`src/rtl/rq_pkg.sv`:
```
package rq_pkg;
  // Fixed packet slot geometry
  localparam int unsigned SLOT_BYTES = 64;
  localparam int unsigned SLOT_LOG2  = $clog2(SLOT_BYTES);

  // Wrap layout selected by the configure mode bit
  typedef enum logic {
    RQ_WRAP_FULL = 1'b0,
    RQ_WRAP_HALF = 1'b1
  } rq_wrap_e;
endpackage

```
`src/rtl/rq_rst_sync.sv`:
```
module rq_rst_sync #(
  parameter int unsigned STAGES = 2
) (
  input  logic clk_i,
  input  logic rst_ni,
  output logic rst_sync_no
);
  logic [STAGES-1:0] sync_q;

  always_ff @(posedge clk_i or negedge rst_ni) begin
    if (!rst_ni) begin
      sync_q <= '0;
    end else begin
      sync_q <= {sync_q[STAGES-2:0], 1'b1};
    end
  end

  assign rst_sync_no = sync_q[STAGES-1];
endmodule

```
`src/rtl/rq_desc_regs.sv`:
```
module rq_desc_regs
  import rq_pkg::*;
#(
  parameter int unsigned ADDR_W = 48,
  parameter int unsigned IDX_W  = 64,
  parameter int unsigned SIZE_W = 24
) (
  input  logic              clk_i,
  input  logic              rst_ni,
  input  logic              cfg_valid_i,
  input  logic [ADDR_W-1:0] cfg_base_i,
  input  logic [SIZE_W-1:0] cfg_size_i,
  input  logic              cfg_half_i,
  input  logic              wr_idx_we_i,
  input  logic [IDX_W-1:0]  wr_idx_i,
  input  logic              rd_idx_we_i,
  input  logic [IDX_W-1:0]  rd_idx_i,
  output logic [ADDR_W-1:0] base_o,
  output logic [IDX_W-1:0]  elts_o,
  output logic [IDX_W-1:0]  mask_o,
  output rq_wrap_e          wrap_o,
  output logic [IDX_W-1:0]  wr_o,
  output logic [IDX_W-1:0]  rd_o
);
  logic [ADDR_W-1:0] base_q, base_d;
  logic [IDX_W-1:0]  elts_q, elts_d;
  logic [IDX_W-1:0]  mask_q, mask_d;
  rq_wrap_e          wrap_q, wrap_d;
  logic [IDX_W-1:0]  wr_q, wr_d;
  logic [IDX_W-1:0]  rd_q, rd_d;
  logic              desc_en, wr_en, rd_en;
  logic [IDX_W-1:0]  new_elts;

  assign new_elts = IDX_W'(cfg_size_i >> SLOT_LOG2);

  // Next-state: configure overrides both index ports
  always_comb begin
    desc_en = cfg_valid_i;
    wr_en   = cfg_valid_i | wr_idx_we_i;
    rd_en   = cfg_valid_i | rd_idx_we_i;
    base_d  = cfg_base_i;
    elts_d  = new_elts;
    mask_d  = new_elts - IDX_W'(1);
    wrap_d  = cfg_half_i ? RQ_WRAP_HALF : RQ_WRAP_FULL;
    wr_d    = cfg_valid_i ? '0 : wr_idx_i;
    rd_d    = cfg_valid_i ? '0 : rd_idx_i;
  end

  always_ff @(posedge clk_i or negedge rst_ni) begin
    if (!rst_ni) begin
      base_q <= '0;
      elts_q <= '0;
      mask_q <= '0;
      wrap_q <= RQ_WRAP_FULL;
    end else if (desc_en) begin
      base_q <= base_d;
      elts_q <= elts_d;
      mask_q <= mask_d;
      wrap_q <= wrap_d;
    end
  end

  always_ff @(posedge clk_i or negedge rst_ni) begin
    if (!rst_ni) begin
      wr_q <= '0;
    end else if (wr_en) begin
      wr_q <= wr_d;
    end
  end

  always_ff @(posedge clk_i or negedge rst_ni) begin
    if (!rst_ni) begin
      rd_q <= '0;
    end else if (rd_en) begin
      rd_q <= rd_d;
    end
  end

  assign base_o = base_q;
  assign elts_o = elts_q;
  assign mask_o = mask_q;
  assign wrap_o = wrap_q;
  assign wr_o   = wr_q;
  assign rd_o   = rd_q;
endmodule

```
`src/rtl/rq_slot_xlate.sv`:
```
module rq_slot_xlate
  import rq_pkg::*;
#(
  parameter int unsigned ADDR_W = 48,
  parameter int unsigned IDX_W  = 64
) (
  input  logic [ADDR_W-1:0] base_i,
  input  logic [IDX_W-1:0]  mask_i,
  input  rq_wrap_e          wrap_i,
  input  logic [IDX_W-1:0]  idx_i,
  output logic [ADDR_W-1:0] addr_o
);
  logic [IDX_W-1:0]  sel_mask;
  logic [IDX_W-1:0]  slot;
  logic [ADDR_W-1:0] offset;

  always_comb begin
    // Half-wrap layout: mask of half the count, which is 0 for one slot
    sel_mask = (wrap_i == RQ_WRAP_HALF) ? (mask_i >> 1) : mask_i;
    slot     = idx_i & sel_mask;
    offset   = ADDR_W'(slot) << SLOT_LOG2;
    addr_o   = base_i + offset;
  end
endmodule

```
`src/rtl/rq_occupancy.sv`:
```
module rq_occupancy #(
  parameter int unsigned IDX_W = 64
) (
  input  logic [IDX_W-1:0] wr_i,
  input  logic [IDX_W-1:0] rd_i,
  input  logic [IDX_W-1:0] elts_i,
  output logic [IDX_W-1:0] used_o,
  output logic [IDX_W-1:0] left_o,
  output logic             full_o,
  output logic             empty_o
);
  always_comb begin
    used_o  = wr_i - rd_i;
    left_o  = elts_i - used_o;
    full_o  = (left_o == '0);
    empty_o = (left_o == elts_i);
  end
endmodule

```
`src/rtl/rq_ring_desc.sv`:
```
module rq_ring_desc
  import rq_pkg::*;
#(
  parameter int unsigned ADDR_W = 48,
  parameter int unsigned IDX_W  = 64,
  parameter int unsigned SIZE_W = 24
) (
  input  logic              clk_i,
  input  logic              rst_ni,
  input  logic              cfg_valid_i,
  input  logic [ADDR_W-1:0] cfg_base_i,
  input  logic [SIZE_W-1:0] cfg_size_i,
  input  logic              cfg_half_i,
  input  logic              wr_idx_we_i,
  input  logic [IDX_W-1:0]  wr_idx_i,
  input  logic              rd_idx_we_i,
  input  logic [IDX_W-1:0]  rd_idx_i,
  input  logic [IDX_W-1:0]  slot_idx_i,
  output logic [ADDR_W-1:0] slot_addr_o,
  output logic [IDX_W-1:0]  space_used_o,
  output logic [IDX_W-1:0]  space_left_o,
  output logic              full_o,
  output logic              empty_o
);
  logic              rst_sync_n;
  logic [ADDR_W-1:0] base_q;
  logic [IDX_W-1:0]  elts_q;
  logic [IDX_W-1:0]  mask_q;
  rq_wrap_e          wrap_q;
  logic [IDX_W-1:0]  wr_q;
  logic [IDX_W-1:0]  rd_q;

  rq_rst_sync #(.STAGES(2)) u_rst (
    .clk_i       (clk_i),
    .rst_ni      (rst_ni),
    .rst_sync_no (rst_sync_n)
  );

  rq_desc_regs #(.ADDR_W(ADDR_W), .IDX_W(IDX_W), .SIZE_W(SIZE_W)) u_regs (
    .clk_i       (clk_i),
    .rst_ni      (rst_sync_n),
    .cfg_valid_i (cfg_valid_i),
    .cfg_base_i  (cfg_base_i),
    .cfg_size_i  (cfg_size_i),
    .cfg_half_i  (cfg_half_i),
    .wr_idx_we_i (wr_idx_we_i),
    .wr_idx_i    (wr_idx_i),
    .rd_idx_we_i (rd_idx_we_i),
    .rd_idx_i    (rd_idx_i),
    .base_o      (base_q),
    .elts_o      (elts_q),
    .mask_o      (mask_q),
    .wrap_o      (wrap_q),
    .wr_o        (wr_q),
    .rd_o        (rd_q)
  );

  rq_slot_xlate #(.ADDR_W(ADDR_W), .IDX_W(IDX_W)) u_xlate (
    .base_i (base_q),
    .mask_i (mask_q),
    .wrap_i (wrap_q),
    .idx_i  (slot_idx_i),
    .addr_o (slot_addr_o)
  );

  rq_occupancy #(.IDX_W(IDX_W)) u_occ (
    .wr_i    (wr_q),
    .rd_i    (rd_q),
    .elts_i  (elts_q),
    .used_o  (space_used_o),
    .left_o  (space_left_o),
    .full_o  (full_o),
    .empty_o (empty_o)
  );
endmodule

```
`config.mk`:
```
export PLATFORM = sky130hd
export DESIGN_NAME = rq_ring_desc
export DESIGN_NICKNAME = d
export VERILOG_FILES = /design/src/rtl/rq_pkg.sv /design/src/rtl/rq_rst_sync.sv /design/src/rtl/rq_desc_regs.sv /design/src/rtl/rq_slot_xlate.sv /design/src/rtl/rq_occupancy.sv /design/src/rtl/rq_ring_desc.sv
export SDC_FILE = /design/constraint.sdc
export NUM_CORES = 1
export LEC_CHECK = 0
export BUFFER_PORTS_ARGS = -buffer_cell sky130_fd_sc_hd__buf_2
export CORE_AREA = 2 2 196 198
export DETAILED_ROUTE_END_ITERATION = 10
export DIE_AREA = 0 0 198 200
export PLACE_DENSITY = 0.76
export REMOVE_ABC_BUFFERS = 1
export SLEW_MARGIN = 20
export SYNTH_ARGS = -nofsm -noshare
export SYNTH_HDL_FRONTEND = slang
export SYNTH_SLANG_ARGS = --single-unit
```
`constraint.sdc`:
```
create_clock -name clk_i -period 8.2 [get_ports clk_i]
set_input_delay 0.82 -clock clk_i [delete_from_list [all_inputs] [get_ports clk_i]]
set_output_delay 0.82 -clock clk_i [all_outputs]
set_load 0.05 [all_outputs]
```
==> results.toml, run 1 <==
[layout]
utilization_pct = 58.9
final-seq-area_um2 = 5410
final_cell_mix = "buf_2 (414), nor2_1 (265), dfrtp_1 (215), mux2i_1 (153), inv_1 (137)"
antennaDiodeCount = 0
syn_to_final_growth_pct = 19.5
multi_input_area_um2 = 12200
post_route_cells_drive_above_1_share_pct = 23.6
n_fill_cell = 3302
final_common_cell = "buf_2"
nNetsFinal = 2928

[timing]
max-slew-margin-rel_pct = 17.7
slew_viol_final = 0
finalSetupViolCount = 0
clock_skew_ns = 0.00614
period_share_pct = 96.0
fmax_mhz = 127
finalHoldViolations = 0
grt_setup_unrepaired = "false"
timing.setup.tns_ns = 0
min_period_ns = 7.87
worstMarginPinSlew_ns = 1.23

[worst_setup_path]
rrSetupSlack_ns = 6.24
r2r_cells = 1
crit_path_end_kind = "output port"
timing.rr.start = "u_rst.sync_q[1]$_DFF_PN0_"
worstSetupPathType = "reg2out"
critPathArrivalTime_ns = 7.05
slowest_stage = "or4b_1"
rr_endpoint = "u_regs.base_o[34]$_DFFE_PN0P_"
required_ns = 7.38
cp_max_fo = 8
startpoint_type = "flop"
slowest_delay_ns = 0.53

[synth]
synthArstFlopShare_pct = 100
ys.flop_type = "dfrtp_1"
synth-seq-cells = 216
synth.distinct_cells = 96
netlist_area_um2 = 18400
synth.avg_cell_area_um2 = 8.55
synth.area.top_cells = "dfrtp_1 (29%), ha_1 (8.3%), mux2i_1 (8.3%), xnor2_1 (5.4%), nor2_1 (5.4%)"
synth_top_cell_area_share_pct = 29.3
synth_cells = 2157
yosys.area.top_type = "dfrtp_1"
synth-edff-count = 0
synth-seq-area-share_pct = 29.3
yosys_warnings = 0

[power]
power_mw = 5.85
p_leak_nw = 10.7
vdd_drop_max_uv = 230
powerDensity_nw_per_um2 = 265

[die]
rows = 71
chipWidth_um = 198
core-area_um2 = 37400
chipHeight_um = 200
io_pins = 448
die_area_um2 = 39600
initial_utilization_pct = 49.3

[placed_design]
gp_congestion = 0.998
hpwl_mm = 46.0
portBuffers = 419

[routing]
vias_per_cell = 5.78
ant_nets = 0
dr.pass1.iters = 6
route.vias.total = 17700
totalWireLength_mm = 58.0
wl_per_cell_um = 18.9
drc = 0
drtIter0Drc = 1007

[outcome]
status = "completed"

[global_routing]
antenna_found_initial = 2
grt_pass1_vias = 17200
grt.total_usage_pct = 28.1
grt_pass1_wl_mm = 89.3
grt_max_degree = 133
overflow = 0

[cts]
tritoncts = "built"
cts_buffers = 27
insertion_delay_ns = 0.56
cts_root_buf = "clkbuf_16"
path_clk_slew_ns = 0.06
cts.sinks = 216
cts_max_path_buffers = 3
htreeDepth = 1

[flow_run]
maxCapViolCount = 0

[min_path]
hold_path.class = "in2async"
==> cell families after synthesis <==
kind of cell	after synthesis	synth area share, %
AO/OA/AOI/OAI	466	16.8
XOR/XNOR	165	7.84
multiplexers	221	12.5
buffers and inverters	231	4.99
adder cells (fa/ha/maj)	126	8.67
AND/OR/NAND/NOR	731	19.9
other	1	0.0203
flip-flops	216	29.3
==> flip-flops by register name, indices dropped and copies added, names as in the netlist <==
register / flops
u_regs.mask_o: 19
u_regs.wrap_o: 1
u_regs.base_o: 48
u_regs.elts_o: 18
u_rst.sync_q: 2
u_regs.rd_o: 64
u_regs.wr_o: 64
==> layout make-up <==
cell class | count | share of cell area [%]
Multi-Input combinational cell | 1710 | 55.5
Clock inverter | 14 | 0.926
Tap cell | 511 | 2.90
Inverter | 138 | 2.35
Sequential cell | 216 | 24.5
Timing Repair Buffer | 439 | 10.4
Clock buffer | 35 | 3.38
==> critical path: cells and delay by family, from the launching register on <==
kind / cells / cell delay (ns)
simple gates: 12 / 2.96
compound gates: 8 / 1.65
fa+ha+maj: 2 / 0.65
buf+inv: 3 / 0.45
flops: 1 / 0.40
xor+xnor: 2 / 0.35
==> report_power, final <==
group	internal, mW	total (mW)	switching [mW]
Clock	0.772	1.27	0.500
Combinational	0.929	3.36	2.44
Sequential	1.14	1.21	0.0659
==> cells in the mapped netlist (49+ instances only) <==
library cell and count:
xor2_1 51, nor3_1 54, dfrtp_1 216, inv_1 137
xnor2_1 114, ha_1 123, nor2_1 265, nand2_1 115
a21oi_1 134, o21ai_0 77, clkbuf_1 66, mux2i_1 153
mux2_2 68, a21o_1 49
==> what timing repair did <==
item / in CTS / in global routing
setup buffers: 0 / 7
hold buffers: 0 / 0
pin swaps: 1 / 5
endpoints found under the setup margin: 2 / 2
gates resized for setup: 6 / 16
==> how the worst max path moves through the flow <==
stage | slack (ns) | cells after the start | end | from
CTS | 0.06 | 24 | full_o | u_regs.rd_o[0]$_DFFE_PN0P_
floorplan | 0.67 | 20 | empty_o | u_regs.rd_o[0]$_DFFE_PN0P_
finish | 0.33 | 27 | full_o | u_regs.rd_o[1]$_DFFE_PN0P_
global route | 0.02 | 27 | full_o | u_regs.rd_o[1]$_DFFE_PN0P_
global placement | 0.47 | 24 | full_o | u_regs.rd_o[0]$_DFFE_PN0P_
detailed placement | 0.36 | 24 | full_o | u_regs.rd_o[0]$_DFFE_PN0P_
==> per-stage QoR <==
step / std cells / instance area [um2] / worst slack (ns) / hold WS (ns)
after floorplan: 2064 / 18000 / 0.668 / 0.331
after global placement: 3006 / 20900 / 0.466 / 0.339
after detailed placement: 3006 / 20900 / 0.362 / 0.336
after CTS: 3055 / 21900 / 0.0596 / 0.0178
after global routing: 3063 / 22000 / 0.0160 / 0.0251
final: 3063 / 22000 / 0.328 / 0.0329
==> per-layer routing <==
layer	up-vias	wire length, um	track usage (%)
met1	8422	24000	35.4
met4	4	3200	14.5
met2	691	26600	46.9
met3	159	4190	4.33
li1	8440	-	-
met5	-	32	0
(Power assumes the default switching activity.)
==> run 2: changes to the inputs <==
--- a/config.mk
+++ b/config.mk
@@ -6,11 +6,12 @@
 export NUM_CORES = 1
 export LEC_CHECK = 0
 export BUFFER_PORTS_ARGS = -buffer_cell sky130_fd_sc_hd__buf_2
-export CORE_AREA = 2 2 196 198
+export CORE_AREA = 2 2 202 204
 export DETAILED_ROUTE_END_ITERATION = 10
-export DIE_AREA = 0 0 198 200
-export PLACE_DENSITY = 0.76
+export DIE_AREA = 0 0 204 206
+export PLACE_DENSITY = 0.73
 export REMOVE_ABC_BUFFERS = 1
+export SKIP_CTS_REPAIR_TIMING = 1
 export SLEW_MARGIN = 20
 export SYNTH_ARGS = -nofsm -noshare
 export SYNTH_HDL_FRONTEND = slang
==> run 2 against run 1 <==
First-iteration DRC count grew 3.3%; die area grew 6.1%; sequential cell count unchanged; highest routed layer unchanged; via count shrank 0.85%; clock power shrank 9%; design area is 0.43% lower; hold slack improved by 0.013 ns; routed wire length grew 2.5%; non-clock buffer count rose by 3; clock-buffer cell count rose by 2; cell count is 0.82% higher; critical endpoint is now empty_o.
==> results.toml, run 2 (same netlist as run 1, synthesis figures left out) <==
[die]
rows = 74
die_area_um2 = 42000
io_pins = 448
initial_utilization_pct = 45.9
chipHeight_um = 206
chipWidth_um = 204
core-area_um2 = 40200

[timing]
fmax_mhz = 128
finalHoldViolations = 0
timing.setup.tns_ns = 0
min_period_ns = 7.79
clock_skew_ns = 0.00559
grt_setup_unrepaired = "false"
period_share_pct = 95.1
worstMarginPinSlew_ns = 1.31
slew_viol_final = 0
finalSetupViolCount = 0
max-slew-margin-rel_pct = 12.1

[placed_design]
gp_congestion = 0.957
dpl.cell_count = 3031
hpwl_mm = 47.7
portBuffers = 419

[worst_setup_path]
slowest_delay_ns = 0.55
rrSetupSlack_ns = 6.24
worstSetupPathType = "reg2out"
worstSetupStartpoint = "u_regs.rd_o[1]$_DFFE_PN0P_"
cp_max_fo = 7
slowest_stage = "or4_1"
required_ns = 7.38
timing.rr.start = "u_rst.sync_q[1]$_DFF_PN0_"
worstSetupEndpoint = "empty_o"
rr_endpoint = "u_regs.rd_o[55]$_DFFE_PN0P_"
critPathArrivalTime_ns = 6.97
startpoint_type = "flop"
crit_path_end_kind = "output port"
r2r_cells = 2

[cts]
cts_max_path_buffers = 3
insertion_delay_ns = 0.55
cts_buffers = 27
tritoncts = "built"
cts_root_buf = "clkbuf_16"
htreeDepth = 1
path_clk_slew_ns = 0.06
cts.sinks = 216

[routing]
route.vias.total = 17600
drc = 0
totalWireLength_mm = 59.4
vias_per_cell = 5.69
ant_nets = 0
wl_per_cell_um = 19.2
dr.pass1.iters = 5
drtIter0Drc = 1040

[power]
vdd_drop_max_uv = 236
p_leak_nw = 10.6
powerDensity_nw_per_um2 = 261

[outcome]
status = "completed"

[layout]
syn_to_final_growth_pct = 18.9
nNetsFinal = 2931
final_cells = 3088
final_cell_mix = "buf_2 (414), nor2_1 (265), dfrtp_1 (215), mux2i_1 (153), inv_1 (137)"
n_fill_cell = 3786
post_route_cells_drive_above_1_share_pct = 23.4
final_common_cell = "buf_2"

[min_path]
hold_path.class = "in2async"

[global_routing]
antenna_found_initial = 2
grt_pass1_vias = 17000
grt.total_usage_pct = 27.0
grt_max_degree = 82
grt_pass1_wl_mm = 90.6
overflow = 0

[flow_run]
maxCapViolCount = 0
[run 2: changes by cell type in the layout (fill, tap and decap cells not counted), moves of 2 or more]
| cell | previous run | this run |
|---|---|---|
| buf_4 | 22 | 24 |
| buf_6 | 0 | 3 |
| bufinv_16 | 4 | 1 |
| clkinv_2 | 3 | 6 |
| clkinvlp_4 | 3 | 1 |
| diode_2 | 0 | 3 |
| nor3_1 | 52 | 54 |
[run 2: worst min-delay path by stage]
stage,end,slack (ns),cells past startpoint
final,u_rst.sync_q[1]$_DFF_PN0_,0.05,1
after CTS,u_rst.sync_q[1]$_DFF_PN0_,0.01,1
after global placement,u_rst.sync_q[1]$_DFF_PN0_,0.34,0
after floorplan,u_rst.sync_q[1]$_DFF_PN0_,0.33,0
after detailed placement,u_rst.sync_q[1]$_DFF_PN0_,0.35,0
after global routing,u_rst.sync_q[1]$_DFF_PN0_,0.02,1
[run 2: metrics by stage]
| step | cell area [um2] | util (%) | hold WS, ns | setup slack, ns | power [mW] |
|---|---|---|---|---|---|
| floorplan | 18000 | - | 0.331 | 0.668 | 3.65 |
| finish | 21900 | 54.6 | 0.0461 | 0.406 | 5.73 |
| global placement | 20900 | 52.1 | 0.341 | 0.408 | 4.51 |
| global route | 21900 | 54.6 | 0.0189 | 0.0108 | 6.00 |
| detailed placement | 20900 | 52.1 | 0.346 | 0.249 | 4.54 |
| CTS | 21800 | 54.2 | 0.0131 | -0.373 | 5.72 |
[run 2: where the power goes]
group          internal (mW)  switching, mW
combinational          0.929           2.45
clock                  0.678          0.471
sequential              1.14         0.0555
[run 2: layer usage]
layer	global-route usage, %	wire length, um
met4	12.9	2870
met2	45.4	27900
met5	0	27
met1	34.3	25300
met3	3.88	3350
[run 2: layout make-up]
| type | instances | area, um2 | area share [%] |
|---|---|---|---|
| Multi-Input combinational cell | 1710 | 12200 | 55.6 |
| Antenna cell | 3 | 7.51 | 0.0342 |
| Clock inverter | 10 | 85.1 | 0.388 |
| Tap cell | 532 | 666 | 3.03 |
| Clock buffer | 37 | 763 | 3.48 |
| Sequential cell | 216 | 5410 | 24.7 |
| Inverter | 138 | 518 | 2.36 |
| Timing Repair Buffer | 442 | 2300 | 10.5 |
[run 2: worst max-delay path, delay by kind of cell, from the launching register on]
kind,cells,cell delay [ns]
buffers and inverters,3,0.42
adders and majority gates,2,0.68
AOI/OAI and AO/OA,10,1.80
DFF,1,0.40
xor gates and xnor gates,2,0.36
and+or+nand+nor,12,2.76
